## src/rtl/cfg_upload_seq.sv

```systemverilog
module cfg_upload_seq #(
  parameter int CLK_HZ      = 100_000_000,
  parameter int DRAIN_US    = 500,
  parameter int RECOVER_US  = 1000,
  parameter int NUM_PORTS   = 5,
  parameter int MAX_TRIES   = 10,
  parameter int ADDR_W      = 24,
  parameter logic [ADDR_W-1:0] PORT_CTRL_ADDR = 'h11,
  parameter logic [ADDR_W-1:0] RST_CTRL_ADDR  = 'h100440,
  parameter logic [ADDR_W-1:0] STATUS_ADDR    = 'h1,
  localparam int AW = $clog2(MAX_TRIES + 1)
) (
  input  logic              clk,
  input  logic              rst_n,
  input  logic              start,
  input  logic              rst_bit_sel,
  output logic              reg_req,
  output logic              reg_write,
  output logic [ADDR_W-1:0] reg_addr,
  output logic [31:0]       reg_wdata,
  input  logic              reg_done,
  input  logic              reg_err,
  input  logic [31:0]       reg_rdata,
  output logic              upl_req,
  input  logic              upl_done,
  input  logic              upl_err,
  output logic              busy,
  output logic              done,
  output logic              ok,
  output logic [AW-1:0]     attempts,
  output logic [3:0]        err_code
);

  localparam int CYC_US      = (CLK_HZ / 1_000_000 > 0) ? CLK_HZ / 1_000_000 : 1;
  localparam int DRAIN_CYC   = CYC_US * DRAIN_US;
  localparam int RECOVER_CYC = CYC_US * RECOVER_US;
  localparam int WAIT_MAX    = (DRAIN_CYC > RECOVER_CYC) ? DRAIN_CYC : RECOVER_CYC;
  localparam int TW          = $clog2(WAIT_MAX + 1);
  localparam logic [31:0] PORT_MASK = 32'((64'd1 << NUM_PORTS) - 64'd1);

  localparam logic [3:0] C_NONE = 4'd0, C_INHIBIT = 4'd1, C_RESET = 4'd2, C_UPLOAD = 4'd3,
                         C_STAT_RD = 4'd4, C_DEV_ID = 4'd5, C_LCRC = 4'd6, C_GCRC = 4'd7,
                         C_INVALID = 4'd8;

  typedef enum logic [2:0] {
    S_IDLE, S_PC_RD, S_PC_WR, S_DRAIN, S_RST, S_RECOVER, S_UPL, S_STAT
  } state_t;

  state_t          st;
  logic [TW-1:0]   cnt;
  logic [31:0]     pc_q;
  logic            fail;
  logic [3:0]      fail_code;

  assign busy      = (st != S_IDLE);
  assign reg_req   = (st == S_PC_RD) || (st == S_PC_WR) || (st == S_RST) || (st == S_STAT);
  assign reg_write = (st == S_PC_WR) || (st == S_RST);
  assign upl_req   = (st == S_UPL);
  assign reg_addr  = (st == S_RST)  ? RST_CTRL_ADDR :
                     (st == S_STAT) ? STATUS_ADDR : PORT_CTRL_ADDR;
  assign reg_wdata = (st == S_PC_WR) ? pc_q :
                     (st == S_RST)   ? (rst_bit_sel ? 32'h4 : 32'h8) : 32'h0;

  always_comb begin
    fail      = 1'b0;
    fail_code = C_NONE;
    case (st)
      S_PC_RD, S_PC_WR: begin fail = reg_done && reg_err; fail_code = C_INHIBIT; end
      S_RST:            begin fail = reg_done && reg_err; fail_code = C_RESET;   end
      S_UPL:            begin fail = upl_done && upl_err; fail_code = C_UPLOAD;  end
      S_STAT: if (reg_done) begin
        fail = 1'b1;
        if (reg_err)            fail_code = C_STAT_RD;
        else if (reg_rdata[29]) fail_code = C_DEV_ID;
        else if (reg_rdata[30]) fail_code = C_LCRC;
        else if (reg_rdata[28]) fail_code = C_GCRC;
        else if (!reg_rdata[31]) fail_code = C_INVALID;
        else fail = 1'b0;
      end
      default: ;
    endcase
  end

  always_ff @(posedge clk or negedge rst_n) begin
    if (!rst_n) begin
      st       <= S_IDLE;
      cnt      <= '0;
      pc_q     <= '0;
      attempts <= '0;
      done     <= 1'b0;
      ok       <= 1'b0;
      err_code <= C_NONE;
    end else begin
      done <= 1'b0;
      if (fail) begin
        err_code <= fail_code;
        if (fail_code == C_INHIBIT || attempts == AW'(MAX_TRIES)) begin
          st   <= S_IDLE;
          done <= 1'b1;
          ok   <= 1'b0;
        end else begin
          st       <= S_RST;
          attempts <= attempts + 1'b1;
        end
      end else begin
        case (st)
          S_IDLE: if (start) begin
            st       <= S_PC_RD;
            attempts <= '0;
            ok       <= 1'b0;
            err_code <= C_NONE;
          end
          S_PC_RD: if (reg_done) begin
            pc_q <= reg_rdata | PORT_MASK;
            st   <= S_PC_WR;
          end
          S_PC_WR: if (reg_done) begin
            cnt <= TW'(DRAIN_CYC);
            st  <= S_DRAIN;
          end
          S_DRAIN: if (cnt == '0) begin
            st       <= S_RST;
            attempts <= attempts + 1'b1;
          end else cnt <= cnt - 1'b1;
          S_RST: if (reg_done) begin
            cnt <= TW'(RECOVER_CYC);
            st  <= S_RECOVER;
          end
          S_RECOVER: if (cnt == '0) st <= S_UPL;
                     else cnt <= cnt - 1'b1;
          S_UPL: if (upl_done) st <= S_STAT;
          S_STAT: if (reg_done) begin
            st       <= S_IDLE;
            done     <= 1'b1;
            ok       <= 1'b1;
            err_code <= C_NONE;
          end
          default: st <= S_IDLE;
        endcase
      end
    end
  end

endmodule

```

## config.mk

```make
export PLATFORM = sky130hd
export DESIGN_NAME = cfg_upload_seq
export DESIGN_NICKNAME = d
export VERILOG_FILES = /design/src/rtl/cfg_upload_seq.sv
export SDC_FILE = /design/constraint.sdc
export NUM_CORES = 1
export LEC_CHECK = 0
export CORE_MARGIN = 2
export CORE_UTILIZATION = 43
export DETAILED_ROUTE_END_ITERATION = 7
export PLACE_DENSITY = 0.81
export SLEW_MARGIN = 40
export SYNTH_ARGS = -nofsm -noshare
export SYNTH_HDL_FRONTEND = slang
export SYNTH_SLANG_ARGS = --single-unit
```

## constraint.sdc

```tcl
create_clock -name clk -period 2.6 [get_ports clk]
set_clock_uncertainty 0.05 [all_clocks]
set_input_delay 0.26 -clock clk [delete_from_list [all_inputs] [get_ports clk]]
set_output_delay 0.26 -clock clk [all_outputs]
set_load 0.02 [all_outputs]
```

**Word-level counts from Yosys, hierarchy flattened**

Index checks and enable logic that the tools add are counted.

- RAM bits: 0
- ROM bits: 0
- Word-level logic and storage cells: 105
- Memories: 0
- Latch bits: 0
- Output and inout bits: 70
- Bits in registers: 62

- $lt $le $gt $ge: 0
- Equal/unequal tests: 22
- Shifts and indexed selects: 0
- Reduce and logical (&&, ||, !) cells: 22
- Muxes and demuxes: 51
- Bitwise gates (word level): 1
- Multiply operators: 0
- Divide/modulo/power cells: 0
- Add/subtract/negate cells: 2

Operator list:

| kind | number |
|---|---|
| 2-to-1 mux 4 bit | 14 |
| 2-to-1 mux 17 bit | 3 |
| one-hot mux 17 bit (3 select lines) | 1 |
| 2-to-1 mux 32 bit | 1 |
| 2-to-1 mux 3 bit | 10 |
| one-hot mux 3 bit (8 select lines) | 1 |
| 2-to-1 mux 21 bit | 1 |
| != test 3 bit, second input constant | 7 |
| zero test 17 bit | 1 |
| subtractor 17 x 1 -> 17 bit, second input constant | 1 |
| one-hot mux 4 bit (2 select lines) | 2 |
| one-hot mux 4 bit (4 select lines) | 1 |
| 2-to-1 mux 1 bit | 14 |
| equality test 3 bit, second input constant | 4 |
| nonzero test 3 bit | 4 |
| != test 2 bit, second input constant | 4 |
| AND reduction 4 bit | 2 |
| AND reduction 8 bit | 1 |
| equality test 3 x 2 -> 1 bit, second input constant | 2 |
| AND reduction 3 bit | 2 |
| logical OR 1 bit | 5 |
| 2-to-1 mux 5 bit | 1 |
| AND reduction 5 bit | 1 |
| adder 4 x 1 -> 4 bit, second input constant | 1 |
| 12 further kinds | 14 |

**Longest topological paths before layout**

Gate-level depths: netlist (run 1).

- Word-level depth: 11
- Depth in mapped cells: 10
- Mapped depth without buffers: 8

**Worst setup path after synthesis (run 1)**

Ideal clock, no wire load.

- Path type: register -> register
- Start point: register st[0]
- End point: register pc_q[23]
- Stages on the path, launching flop included: 11
- Arrival time: 2.267 ns
- Path buffers: 3
- Slack: 0.156 ns
- Required time: 2.423 ns
- Cells stage by stage: dfrtp_1 inv_1 ha_1 buf_6 or3_4 a41o_1 nor2_4 and3_1 buf_6 buf_6 mux2_1

- Word-level cells in the longest chain between the ends: 5
- Elaborated cells on any way between the ends: 9
- Those cells by class: 5 x eq/ne; 1 x mux; 1 x bitwise; 2 x reduce/logical

Ends and longest elaborated chain:

| what | RTL line | text |
|---|---|---|
| start, declared | 49 | `state_t st;` |
| start signal, assigned | 86 | `st <= S_IDLE;` |
| start signal, assigned | 98 | `st <= S_IDLE;` |
| start signal, assigned | 102 | `st <= S_RST;` |
| equality test 3 x 1 -> 1 bit (tied with other cells) | 67, 106 |  |
| OR reduction 3 bit (no line) | - |  |
| one-hot mux 1 bit (3 select lines) | 67 | `case (st)` |
| NOT 1 bit (no line) | - |  |
| AND reduction 3 bit (no line) (*) | - |  |
| end signal, assigned | 114 | `pc_q <= reg_rdata \| PORT_MASK;` |
| end, declared | 51 | `logic [31:0] pc_q;` |

Mark *: on every way between the ends. The rest lies on a longest branch, timed or not.
A chain may end at the register's enable or synchronous reset.

**Worst setup path after layout (run 1)**

- Start point: register st[0]
- End point: output port reg_wdata[11]

- Word-level cells in the longest chain between the ends: 2

Ends and longest elaborated chain:

| what | RTL line | text |
|---|---|---|
| equality test 3 x 2 -> 1 bit | 61 | `assign reg_wdata = (st == S_PC_WR) ? pc_q :` |
| 2-to-1 mux 32 bit | 61 |  |
| end, declared | 20 | `output logic [31:0] reg_wdata,` |

No other way between the ends.

==> run metrics, run 1 <==
Hold Worst Slack=about 370 ps; GRT met2 Usage=0.339; gr usage total=0.198; worst skew pair latency=340 ps; commonest non-fill, non-tap cell in the layout=clkdlybuf4s50_1; Die Height=approximately 96 µm; period utilization=0.958; commonest cells after routing, fill and taps aside=69 x clkdlybuf4s50_1, 58 x dfrtp_1, 30 x and2_1; final net count=518; die area=0.00922 mm²; unrepaired setup endpoints after global routing=false; I/O pins=110; total gr overflow=0; CTS clk-pin slew, worst paths=about 80 ps; drt drc=0; Power Density=1160 mW/mm²; crit path time final=between 2000 and 2500 ps; post-synthesis sequential area ratio=0.398; initial antenna violation count=0; CTS H-tree depth=3; startpoint types=flop; clock root buffer master=clkbuf_8; CORE AREA=0.00822 mm²; global-route wire length before repair=around 14 mm; Data required, critical path=2290 ps; buffers added on ports=85; total negative slack=0 ps; worst slew pin tran=713 ps; Lkg Pwr=2.38 nW; Rel. slew slack=0.520; type of element capturing the critical path=output port; status=completed; number of synthesized flops with an enable pin=0; CTS max path bufs=2; final wirelength=8.97 mm; yosys warns=0; largest net degree at the start of global routing=39; arrival time at the worst endpoint=2180 ps; Syn-to-layout area delta=36.2%; DRT iter0 DRCs=~140; Yosys top cell area share=0.398; Hold Violations, Final=0; Mapped Avg Cell Area=9.87 µm²; M3 GR Usage=0.0399; Core Rows=33; FFs w/ async S/R, synth=1.00; DR WL/cell=around 15 µm; Detail Route Antenna Nets=0; top cells by area, synth=dfrtp_1 40%, mux2_1 8.7%, and2_1 5.2%; Pre-antenna DRT Iters=4; post-synthesis sequential element count=between 50 and 60; post-detail-place hpwl=6.57 mm; class of the worst hold path=input port to asynchronous set/reset pin; Die W=~96 µm; share of layout cells above drive strength 1=0.133; Max Slew Vio Count=0; Num Clock Sinks=slightly below 60; peak supply drop=0.000532 V; vias in the first global route=between 3k and 4k; CP max FO=27; crit path kind=flop to output port; busiest grt layer=met2; Max Cap Viol=0; Post-Layout Cell Count=580; Synth Instances=between 300 and 400; maximum operating frequency=401 MHz; post-synth top area cell=dfrtp_1; met1 usage=0.246; n_diodes=0; main flop type after synthesis=dfrtp_1; vias=between 3k and 4k; Post-CTS Setup Inserts=0; Starting Density=0.443; clock buffer count from CTS=9; Final GP Congestion=approximately 0.88; CTS tree=done; Cell Area, Synth=~0.0036 mm²; placed cell count=between 500 and 600; synth unique cells=61; post-DR vias/cell=5.43; # setup viols final=0
routing by layer:
layer  up-vias  wire, µm
met5         -         0
met4         0       130
met3        16       570
met2       121      4500
met1      1512      3770
li1       1498         -
final cells by class:
type,instances,area [µm²]
Fill cell,692,3260
Multi-Input combinational cell,277,1950
Sequential cell,58,1450
Timing Repair Buffer,112,1140
Tap cell,105,131
Clock buffer,9,124
Clock inverter,7,116
Inverter,12,45.0
cells in the mapped netlist, drive strengths merged (2+ instances only):
cell type   n
a22o        5
dfrtp      58
or4         4
o41ai       3
o31ai       5
o21bai      3
nand3      22
nand2b     11
o211ai      4
o22ai       4
a21boi      2
and2       30
nor4        7
clkbuf      9
ha          8
o21ai      16
nor3        4
mux2       29
mux2i      13
nor4b       2
buf        31
inv        12
nand4       2
a21oi      14
nand2      27
o2bb2ai     4
a21o        2
nor2b       3
and3        4
nor2       15
nor3b       2
worst paths after layout:
| path | slack, ps | end | cells after the start | from |
|---|---|---|---|---|
| setup / recovery | 110 | reg_wdata[11] | 6 | st[0] |
| hold / removal | 370 | cnt[12] | 2 | rst_n |
| setup reg to reg | 120 | pc_q[5] | 8 | st[0] |
| hold reg to reg | 420 | pc_q[4] | 1 | pc_q[4] |
| max in group asynchronous | 1540 | pc_q[29] | 3 | rst_n |
| min in group clk | 420 | pc_q[4] | 1 | pc_q[4] |
state kept, by name, summed over array words and instances, names as in the netlist:
name,cells
attempts,4
cnt,17
done,1
err_code,4
ok,1
pc_q,28
st,3
power breakdown:
part,switching (W),internal (W),leakage (nW),total (W)
combinational,0.00168,0.00145,1.55,0.00313
sequential,0.000279,0.00131,0.708,0.00158
clock,0.000388,0.000636,0.120,0.00102
through the flow:
stage / setup slack (ps) / total power, W / area, µm² / utilization
4_1_cts: 30.4 / 0.00575 / 4900 / 0.596
3_5_place_dp: 82.1 / 0.00469 / 4640 / 0.565
2_1_floorplan: 156 / 0.00358 / 3710 / -
5_1_grt: 0.163 / 0.00614 / 4960 / 0.604
6_report: 108 / 0.00574 / 4960 / 0.604
3_3_place_gp: 195 / 0.00455 / 4640 / 0.565
critical path, stage by stage, from the launching register on:
cell and delay (ps):
dfrtp_1 420, inv_1 110, ha_1 230, nor2b_4 200, buf_12 160, and2_1 130, clkdlybuf4s50_1 600
timing repair:
action	4_1_cts	5_1_grt
hold endpoints to repair	20	0
resized for setup	4	15
endpoints found under the setup margin	32	21
cloned	0	1
hold buffers	1	0
kinds of logic (layout without fill, tap and decap cells):
family	count (synthesis)	in the layout	share of synthesized area
and+or+nand+nor	136	136	0.217
AOI/OAI and AO/OA	72	72	0.143
DFF	58	58	0.398
buffers and inverters	52	140	0.0869
muxes	42	42	0.125
adders and majority gates	8	8	0.0275
other	1	19	0.00103
No activity file was read; power rests on OpenSTA's default activity.
==> run 2, diff against run 1 <==
--- a/config.mk
+++ b/config.mk
@@ -9,6 +9,7 @@
 export CORE_UTILIZATION = 43
 export DETAILED_ROUTE_END_ITERATION = 7
 export PLACE_DENSITY = 0.81
+export REMOVE_ABC_BUFFERS = 1
 export SLEW_MARGIN = 40
 export SYNTH_ARGS = -nofsm -noshare
 export SYNTH_HDL_FRONTEND = slang
==> run metrics, run 2 (synthesis gave the netlist of run 1 again) <==
arrival time at the worst endpoint=2170 ps; period utilization=0.954; startpoint types=flop; Hold Worst Slack=393 ps; final wirelength=roughly 9 mm; GRT met2 Usage=0.337; CP cell instances=inv_1 -> ha_1 -> buf_4 -> and2_1 -> inv_2 -> clkdlybuf4s50_1; Post-Layout Cell Count=585; gr usage total=0.197; Reg with most FFs=pc_q; busiest grt layer=met2; largest net degree at the start of global routing=29; # setup viols final=0; Num Clock Sinks=58; Lkg Pwr=between 2 and 2.5 nW; Rel. slew slack=0.438; crit path kind=flop to output port; CTS max path bufs=2; final net count=around 520; CP peak stage delay=630 ps; global-route wire length before repair=14.1 mm; commonest non-fill, non-tap cell in the layout=dfrtp_1; unrepaired setup endpoints after global routing=false; commonest cells after routing, fill and taps aside=58 x dfrtp_1, 51 x clkdlybuf4s50_1, 30 x buf_4; type of element capturing the critical path=output port; CP max FO=8; vias in the first global route=2,972; peak supply drop=0.000538 V; Hold Violations, Final=0; DRT iter0 DRCs=roughly 190; Final GP Congestion=~0.90; die area=0.00922 mm²; footprint of the multi-input gates=between 0.0015 and 0.002 mm²; worst slew pin tran=around 830 ps; Power Density=between 1000 and 1500 mW/mm²; met1 usage=0.242; Reg area=approximately 0.0015 mm²; total gr overflow=0; CTS clk-pin slew, worst paths=80 ps; Starting Density=0.443; crit path time final=roughly 2500 ps; Die W=96.0 µm; DR WL/cell=15.4 µm; drt drc=0; Max Cap Viol=0; Die Height=96.0 µm; Max Slew Vio Count=0; class of the worst hold path=input port to asynchronous set/reset pin; Slowest cell on crit path=clkdlybuf4s50_1; Detail Route Antenna Nets=0; CTS H-tree depth=3; Pre-antenna DRT Iters=4; n_diodes=0; Core Rows=33; status=completed; Largest regs=pc_q (28), cnt (17); post-detail-place hpwl=between 6 and 7 mm; Syn-to-layout area delta=33.5%; buffers added on ports=85; clock buffer count from CTS=9; worst skew pair latency=340 ps; share of layout cells above drive strength 1=0.138; fillers=approximately 690; initial antenna violation count=0; M3 GR Usage=0.0399; vias=about 3.1k; clock root buffer master=clkbuf_8; Data required, critical path=2290 ps; CORE AREA=around 0.0082 mm²; Post-CTS Setup Inserts=0; CTS tree=done; max reg flops=28; maximum operating frequency=403 MHz; I/O pins=110; post-DR vias/cell=between 5 and 6; placed cell count=approximately 570
run 2: worst paths after layout:
check | startpoint | end | slack [ps] | cells after the start
max in group asynchronous | rst_n | err_code[2] | 1400 | 3
worst min register to register | pc_q[4] | pc_q[4] | 420 | 1
worst min-delay path | rst_n | pc_q[27] | 390 | 2
worst max register to register | st[0] | pc_q[30] | 190 | 7
worst max-delay path | st[0] | reg_addr[0] | 120 | 6
min in group clk | pc_q[4] | pc_q[4] | 420 | 1
run 2: metal layers:
layer / up-vias / share of wire / wire [µm]
met1: 1529 / 0.43 / 3900
li1: 1492 / - / -
met4: 0 / 0.0089 / 80
met5: - / 0 / 0
met2: 118 / 0.49 / 4380
met3: 8 / 0.072 / 651
run 2: stage by stage:
step	setup slack, ps	TNS (ps)	power [W]	instance area, µm²	util
floorplan	-215	-5920	0.00344	3440	-
global placement	196	0	0.00459	4660	0.567
detailed placement	160	0	0.00470	4660	0.567
CTS	52.4	0	0.00540	4820	0.587
global route	20.8	0	0.00576	4860	0.592
finish	120	0	0.00537	4860	0.592
run 2: power breakdown:
part	total [W]	leakage (nW)	switching [W]	internal (W)
Combinational	0.00307	1.65	0.00167	0.00140
Clock	0.000725	0.0862	0.000378	0.000346
Sequential	0.00157	0.708	0.000263	0.00131
Total	0.00537	2.45	0.00232	0.00305
run 2: repair_timing:
action,in CTS,in global routing
gates cloned,0,0
endpoints found under the hold margin,21,0
endpoints found under the setup margin,18,17
gates resized for setup,19,16
pin swaps,0,0
hold buffers,1,0
run 2: critical path: cells and delay by family, from the launching register on:
| kind | cells | cell delay, ps |
|---|---|---|
| flip-flops | 1 | 400 |
| buffers and inverters | 4 | 1030 |
| adder cells (fa/ha/maj) | 1 | 220 |
| AND/OR/NAND/NOR | 1 | 190 |
run 2: final cells by class:
type | instances | share of cell area
clock buffers | 10 | 0.0263
clock inverters | 6 | 0.00901
inverters | 12 | 0.00927
multi-input cells | 277 | 0.400
flip-flops and latches | 58 | 0.299
well taps | 105 | 0.0270
repair buffers | 117 | 0.230
